==> config.mk <==
export PLATFORM = sky130hd
export DESIGN_NAME = keycombo_reset_det
export DESIGN_NICKNAME = d
export VERILOG_FILES = /design/src/rtl/keyrst_pkg.sv /design/src/rtl/key_filter.sv /design/src/rtl/combo_match.sv /design/src/rtl/hold_ctrl.sv /design/src/rtl/keycombo_reset_det.sv
export SDC_FILE = /design/constraint.sdc
export NUM_CORES = 1
export LEC_CHECK = 0
export BUFFER_PORTS_ARGS = -buffer_cell sky130_fd_sc_hd__buf_4
export CORE_MARGIN = 5
export CORE_UTILIZATION = 50
export DETAILED_ROUTE_END_ITERATION = 12
export PLACE_DENSITY = 0.72
export SYNTH_ARGS = -nofsm -noshare
export SYNTH_HDL_FRONTEND = slang
export SYNTH_SLANG_ARGS = --single-unit
==> constraint.sdc <==
create_clock -name clk -period 1.6 [get_ports clk]
set_input_delay 0.48 -clock clk [delete_from_list [all_inputs] [get_ports clk]]
set_output_delay 0.48 -clock clk [all_outputs]
set_load 0.05 [all_outputs]
==> src/rtl/keyrst_pkg.sv <==
package keyrst_pkg;

  localparam int NKEYS = 4;
  localparam int SELW  = 2;

  typedef enum logic [1:0] {
    HS_IDLE   = 2'd0,
    HS_ACTIVE = 2'd1,
    HS_LINGER = 2'd2
  } hold_state_t;

  // Key group mask for a select code
  function automatic logic [NKEYS-1:0] group_mask(input logic [SELW-1:0] sel);
    logic [NKEYS-1:0] m;
    m = '0;
    for (int i = 0; i < NKEYS; i++) begin
      if (sel != '0 && i <= int'(sel)) m[i] = 1'b1;
    end
    return m;
  endfunction

  // All masked keys high, and a non-empty mask
  function automatic logic group_hit(input logic [NKEYS-1:0] keys,
                                     input logic [NKEYS-1:0] mask);
    return (mask != '0) && ((keys & mask) == mask);
  endfunction

  // Two-sample agreement: accept new sample when it equals the previous one
  function automatic logic agree(input logic sample_now, input logic sample_prev);
    return sample_now == sample_prev;
  endfunction

endpackage

==> src/rtl/key_filter.sv <==
module key_filter
  import keyrst_pkg::*;
#(
  parameter int WIDTH = NKEYS
) (
  input  logic             clk,
  input  logic             rst_n,
  input  logic             sample_en,
  input  logic             bypass,
  input  logic [WIDTH-1:0] raw,
  output logic [WIDTH-1:0] keys_out
);

  logic [WIDTH-1:0] samp_q;
  logic [WIDTH-1:0] filt_q;

  for (genvar g = 0; g < WIDTH; g++) begin : g_lane
    always_ff @(posedge clk or negedge rst_n) begin
      if (!rst_n) begin
        samp_q[g] <= 1'b0;
        filt_q[g] <= 1'b0;
      end else if (sample_en) begin
        samp_q[g] <= raw[g];
        if (agree(raw[g], samp_q[g])) filt_q[g] <= raw[g];
      end
    end

    // a filtered level changes only on a strobe whose sample agreed with the previous one
    p_filter_agree_r6: assert property (@(posedge clk) disable iff (!rst_n)
      !$stable(filt_q[g]) |-> ($past(sample_en) && ($past(raw[g]) == $past(samp_q[g]))));
  end

  assign keys_out = bypass ? raw : filt_q;

endmodule

==> src/rtl/combo_match.sv <==
module combo_match
  import keyrst_pkg::*;
(
  input  logic [NKEYS-1:0] keys,
  input  logic [SELW-1:0]  sel,
  output logic             hit
);

  logic [NKEYS-1:0] mask;

  always_comb begin
    mask = group_mask(sel);
    hit  = group_hit(keys, mask);
  end

  // a disabled select never matches
  always_comb begin
    if (sel == '0) p_disabled_nohit_r2: assert (!hit);
  end

endmodule

==> src/rtl/hold_ctrl.sv <==
module hold_ctrl
  import keyrst_pkg::*;
#(
  parameter int HOLD_TICKS = 2048
) (
  input  logic clk,
  input  logic rst_n,
  input  logic match,
  input  logic tick_en,
  output logic req
);

  localparam int CNT_W = $clog2(HOLD_TICKS + 1);
  localparam logic [CNT_W-1:0] LAST = CNT_W'(HOLD_TICKS - 1);

  hold_state_t      st;
  logic [CNT_W-1:0] cnt;
  logic             hold_done;

  assign hold_done = match && tick_en && (cnt == LAST);

  always_ff @(posedge clk or negedge rst_n) begin
    if (!rst_n) begin
      st  <= HS_IDLE;
      cnt <= '0;
    end else begin
      unique case (st)
        HS_IDLE: begin
          if (!match) cnt <= '0;
          else if (hold_done) begin
            st  <= HS_ACTIVE;
            cnt <= '0;
          end else if (tick_en) cnt <= cnt + 1'b1;
        end
        HS_ACTIVE: begin
          cnt <= '0;
          if (!match) st <= HS_LINGER;
        end
        HS_LINGER: begin
          cnt <= '0;
          if (match) st <= HS_ACTIVE;
          else if (tick_en) st <= HS_IDLE;
        end
        default: begin
          st  <= HS_IDLE;
          cnt <= '0;
        end
      endcase
    end
  end

  assign req = (st != HS_IDLE);

  // count never passes its terminal value
  p_cnt_bound_r4: assert property (@(posedge clk) disable iff (!rst_n)
    cnt <= LAST);
  // the request only rises on a qualified tick
  p_rise_on_tick_r4: assert property (@(posedge clk) disable iff (!rst_n)
    $rose(req) |-> ($past(tick_en) && $past(match)));
  // losing the group clears the count
  p_clear_on_drop_r5: assert property (@(posedge clk) disable iff (!rst_n)
    !match |=> (cnt == '0));
  // with no tick the request cannot fall
  p_linger_r7: assert property (@(posedge clk) disable iff (!rst_n)
    (req && !tick_en) |=> req);

endmodule

==> src/rtl/keycombo_reset_det.sv <==
module keycombo_reset_det
  import keyrst_pkg::*;
#(
  parameter int HOLD_TICKS = 2048
) (
  input  logic             clk,
  input  logic             rst_n,
  input  logic [NKEYS-1:0] key_raw,
  input  logic             sample_en,
  input  logic             tick_en,
  input  logic [SELW-1:0]  combo_sel,
  input  logic             filt_bypass,
  input  logic             por_in,
  output logic             rst_req,
  output logic             sys_rst
);

  logic [NKEYS-1:0] keys_f;
  logic             grp_hit;

  key_filter #(.WIDTH(NKEYS)) u_filter (
    .clk      (clk),
    .rst_n    (rst_n),
    .sample_en(sample_en),
    .bypass   (filt_bypass),
    .raw      (key_raw),
    .keys_out (keys_f)
  );

  combo_match u_match (
    .keys(keys_f),
    .sel (combo_sel),
    .hit (grp_hit)
  );

  hold_ctrl #(.HOLD_TICKS(HOLD_TICKS)) u_hold (
    .clk    (clk),
    .rst_n  (rst_n),
    .match  (grp_hit),
    .tick_en(tick_en),
    .req    (rst_req)
  );

  assign sys_rst = por_in | rst_req;

  // while disabled, an idle request stays low
  p_disabled_quiet_r2: assert property (@(posedge clk) disable iff (!rst_n)
    (combo_sel == '0 && !rst_req) |=> !rst_req);
  // power-on reset always reaches the merged output
  always_comb begin
    if (por_in) p_por_merge_r9: assert (sys_rst);
  end

endmodule

==> results.tsv <==
stage	metric	value	unit
synth	Post-Synthesis Cells	110	
timing	f_max	0.579	GHz
cells_and_area	fin cells	165	
timing	Hold Fails Final Rpt	0	
routing	# DRC	0	
synth	Synth area leader	dfrtp_1	
place	number of port buffers	13	
setup_path	Worst Path Max Fanout	3	
clocking	clk slew on worst S/H paths	0.12	ns
timing	Worst-Margin Slew	0.312	ns
flow_run	number of max-cap violations	0	
cells_and_area	Register Area	551	um^2
setup_path	crit path capture type	primary output	
timing	minimum clock period	1.73	ns
synth	post-synthesis net count	123	
power_and_ir_drop	pwr dens	809	nW/um^2
cells_and_area	multi-input logic area	586	um^2
clocking	CTS Buf Count	3	
die	die height	57.3	um
global_routing	antenna violations before repair	0	
timing	RSZ-0062 raised after global routing	true	
status	failing checks	setup timing	
place	Placed Cells	158	
cells_and_area	n_diodes	0	
clocking	Clock Latency Late Sink	0.30	ns
die	row count	17	
synth	Mapped Avg Cell Area	10.2	um^2
global_routing	gr usage total	15.4	%
die	CORE AREA	2170	um^2
setup_path	Register-to-Register Setup Slack	-0.01	ns
synth	Synth area leaders	dfrtp_1 49%, nor2_1 6.0%, xor2_1 5.5%	
cells_and_area	nets	151	
setup_path	R2R depth	5	
timing	fin crit share	108	%
clocking	clock sinks	22	
power_and_ir_drop	total power	1150	uW
cells_and_area	Filler Cell Count	184	
cells_and_area	area grow syn2layout	27.3	%
routing	Routed Antenna Nets	0	
clocking	Post-CTS Hold Fix Bufs	0	
timing	Slew Viols, Final	0	
routing	vias	865	
global_routing	first-pass GRT wire length	3930	um
synth	sequential share of the synthesized area	49.3	%
timing	Final Skew	0.00305	ns
status	status	complete, but fails checks	
global_routing	largest net degree at the start of global routing	23	
setup_path	Crit Path Class	flop to primary output	
die	IO Pins	14	
routing	first drt pass iteration count	4	
synth	Yosys top cell area share	49.3	%
synth	Ys Warns	0	
setup_path	Arrival @ worst endpoint	1.25	ns
timing	Slew Limit Headroom	79.2	%
routing	final WL	2190	um
setup_path	Critical Path RT	1.12	ns
clocking	CTS tree	done	
die	Starting Density	51.5	%
setup_path	Reg-to-Reg Start	u_hold.cnt[1]	
die	Die Width	57.3	um
routing	routed vias/inst	5.24	
synth	count of cell types in the netlist	28	
setup_path	worst r2r dst	u_hold.st[0]	
routing	Iter 0 DRT Violations	11	
place	Final Wtd Congestion	0.816	
timing	worst setup margin	-0.126	ns
setup_path	critical path startpoint category	flop	
clocking	clk buf depth	2	
cells_and_area	Finished Core Util	65.6	%
global_routing	vias in the first global route	943	
synth	#FFs+latches synth	22	
clocking	H-tree depth	1	
die	Die Area	3280	um^2
power_and_ir_drop	Leakage	0.000647	uW
cells_and_area	share of layout cells above drive strength 1	30.7	%
clocking	Root Buffer	clkbuf_4	
timing	Final setup violation count	3	
power_and_ir_drop	Peak VDD IR	0.701	mV
place	detailed placement HPWL	1640	um
worst_hold_path	type of the worst min-delay path	input port to async pin	
synth	Post-Syn Area	1120	um^2
routing	routed len/inst	13.2	um
global_routing	gr ovfl total	0	
[synthesized netlist by cell type]
cell type and n:
nand2_1 7, mux2i_1 1, xor2_1 7, mux2_2 4
a211oi_2 1, xnor2_1 3, or3_1 1, nor2_1 18
ha_1 1, or2_2 1, o221ai_1 1, clkbuf_1 1
nand3_1 3, a211oi_1 1, inv_1 1, dfrtp_1 22
nand4_4 1, nand3b_1 1, and3_1 4, buf_6 1
nand4_1 5, nor2b_1 2, a21oi_1 12, nand2b_1 6
or4b_4 1, o311a_1 1, nor2b_4 1, nor3_1 2
[worst max-delay path, cell delays in order, from the launching register on]
cell     delay, ns
dfrtp_1       0.42
or3_4         0.37
buf_6         0.16
[through the flow]
step / area, um^2 / setup TNS, ns / hold WS, ns / setup slack [ns]
3_3_place_gp: 1310 / -0.0207 / 0.383 / -0.00590
2_1_floorplan: 1120 / -0.0410 / 0.184 / -0.00683
5_1_grt: 1420 / -0.443 / 0.0255 / -0.198
3_5_place_dp: 1310 / -0.390 / 0.386 / -0.0675
4_1_cts: 1400 / -0.214 / 0.0307 / -0.141
6_report: 1420 / -0.201 / 0.0346 / -0.126
[logic make-up (layout without fill, tap and decap cells)]
group                      after synthesis  after routing  synth area share [%]
muxes                                    5              5                  4.93
buffers and inverters                    3             30                  1.68
xor gates and xnor gates                10             10                  7.84
and+or+nand+nor                         53             53                  26.3
adders and majority gates                1              1                  1.12
AOI/OAI and AO/OA                       16             16                  8.85
DFF                                     22             22                  49.3
[placed cells by master, fill, tap and decap left out]
| cell | count |
|---|---|
| a211oi_2 | 2 |
| a21oi_1 | 12 |
| and3_1 | 4 |
| buf_4 | 23 |
| buf_6 | 2 |
| bufinv_16 | 1 |
| clkbuf_4 | 3 |
| dfrtp_1 | 22 |
| ha_4 | 1 |
| inv_1 | 1 |
| mux2_2 | 4 |
| mux2i_1 | 1 |
| nand2_1 | 7 |
| nand2b_1 | 6 |
| nand3_1 | 2 |
| nand3_4 | 1 |
| nand3b_1 | 1 |
| nand4_1 | 5 |
| nand4_4 | 1 |
| nor2_1 | 18 |
| nor2b_1 | 2 |
| nor2b_4 | 1 |
| nor3_1 | 2 |
| o221ai_1 | 1 |
| o311a_1 | 1 |
| or2_4 | 1 |
| or3_4 | 1 |
| or4b_4 | 1 |
| xnor2_1 | 3 |
| xor2_1 | 7 |
[final cells by class]
class	count	share of cell area (%)
timing repair buffer	25	13.7
sequential	22	38.7
inverter	1	0.264
tap	28	2.46
multi-input combinational	85	41.2
clock inverter	1	2.11
clock buffer	3	1.58
[timing repair]
action | CTS | global route
pin swaps | 1 | 0
endpoints found under the setup margin | 9 | 15
resized for setup | 5 | 3
buffers inserted | 2 | 1
[worst max path at each step]
stage / from / endpoint / slack, ns / cells past startpoint
after floorplan: u_hold.cnt[0] / u_hold.cnt[0] / -0.007 / 5
after global placement: tick_en / u_hold.cnt[5] / -0.006 / 5
after detailed placement: tick_en / u_hold.cnt[3] / -0.07 / 5
after CTS: u_hold.st[1] / sys_rst / -0.14 / 2
after global routing: u_hold.st[1] / sys_rst / -0.20 / 2
final: u_hold.st[1] / sys_rst / -0.13 / 2
[report_power, final]
| group | internal [uW] | switching [uW] |
|---|---|---|
| clock | 253 | 168 |
| sequential | 581 | 20.2 |
| combinational | 62.7 | 65.4 |
| total | 897 | 254 |
[registers in the layout (all words and copies together), names as in the netlist]
register,flops
u_filter.filt_q,4
u_filter.samp_q,4
u_hold.cnt,12
u_hold.st,2
[routing by layer]
| layer | track usage, % | routed length [um] | up-vias | part of all wire (%) |
|---|---|---|---|---|
| li1 | - | - | 437 | - |
| met1 | 17.3 | 935 | 414 | 43 |
| met2 | 27.9 | 1170 | 12 | 54 |
| met3 | 2.94 | 60 | 2 | 2.7 |
| met4 | 6.95 | 20 | 0 | 0.91 |
| met5 | 0 | 0 | - | 0 |
No activity file was read; power rests on OpenSTA's default activity.
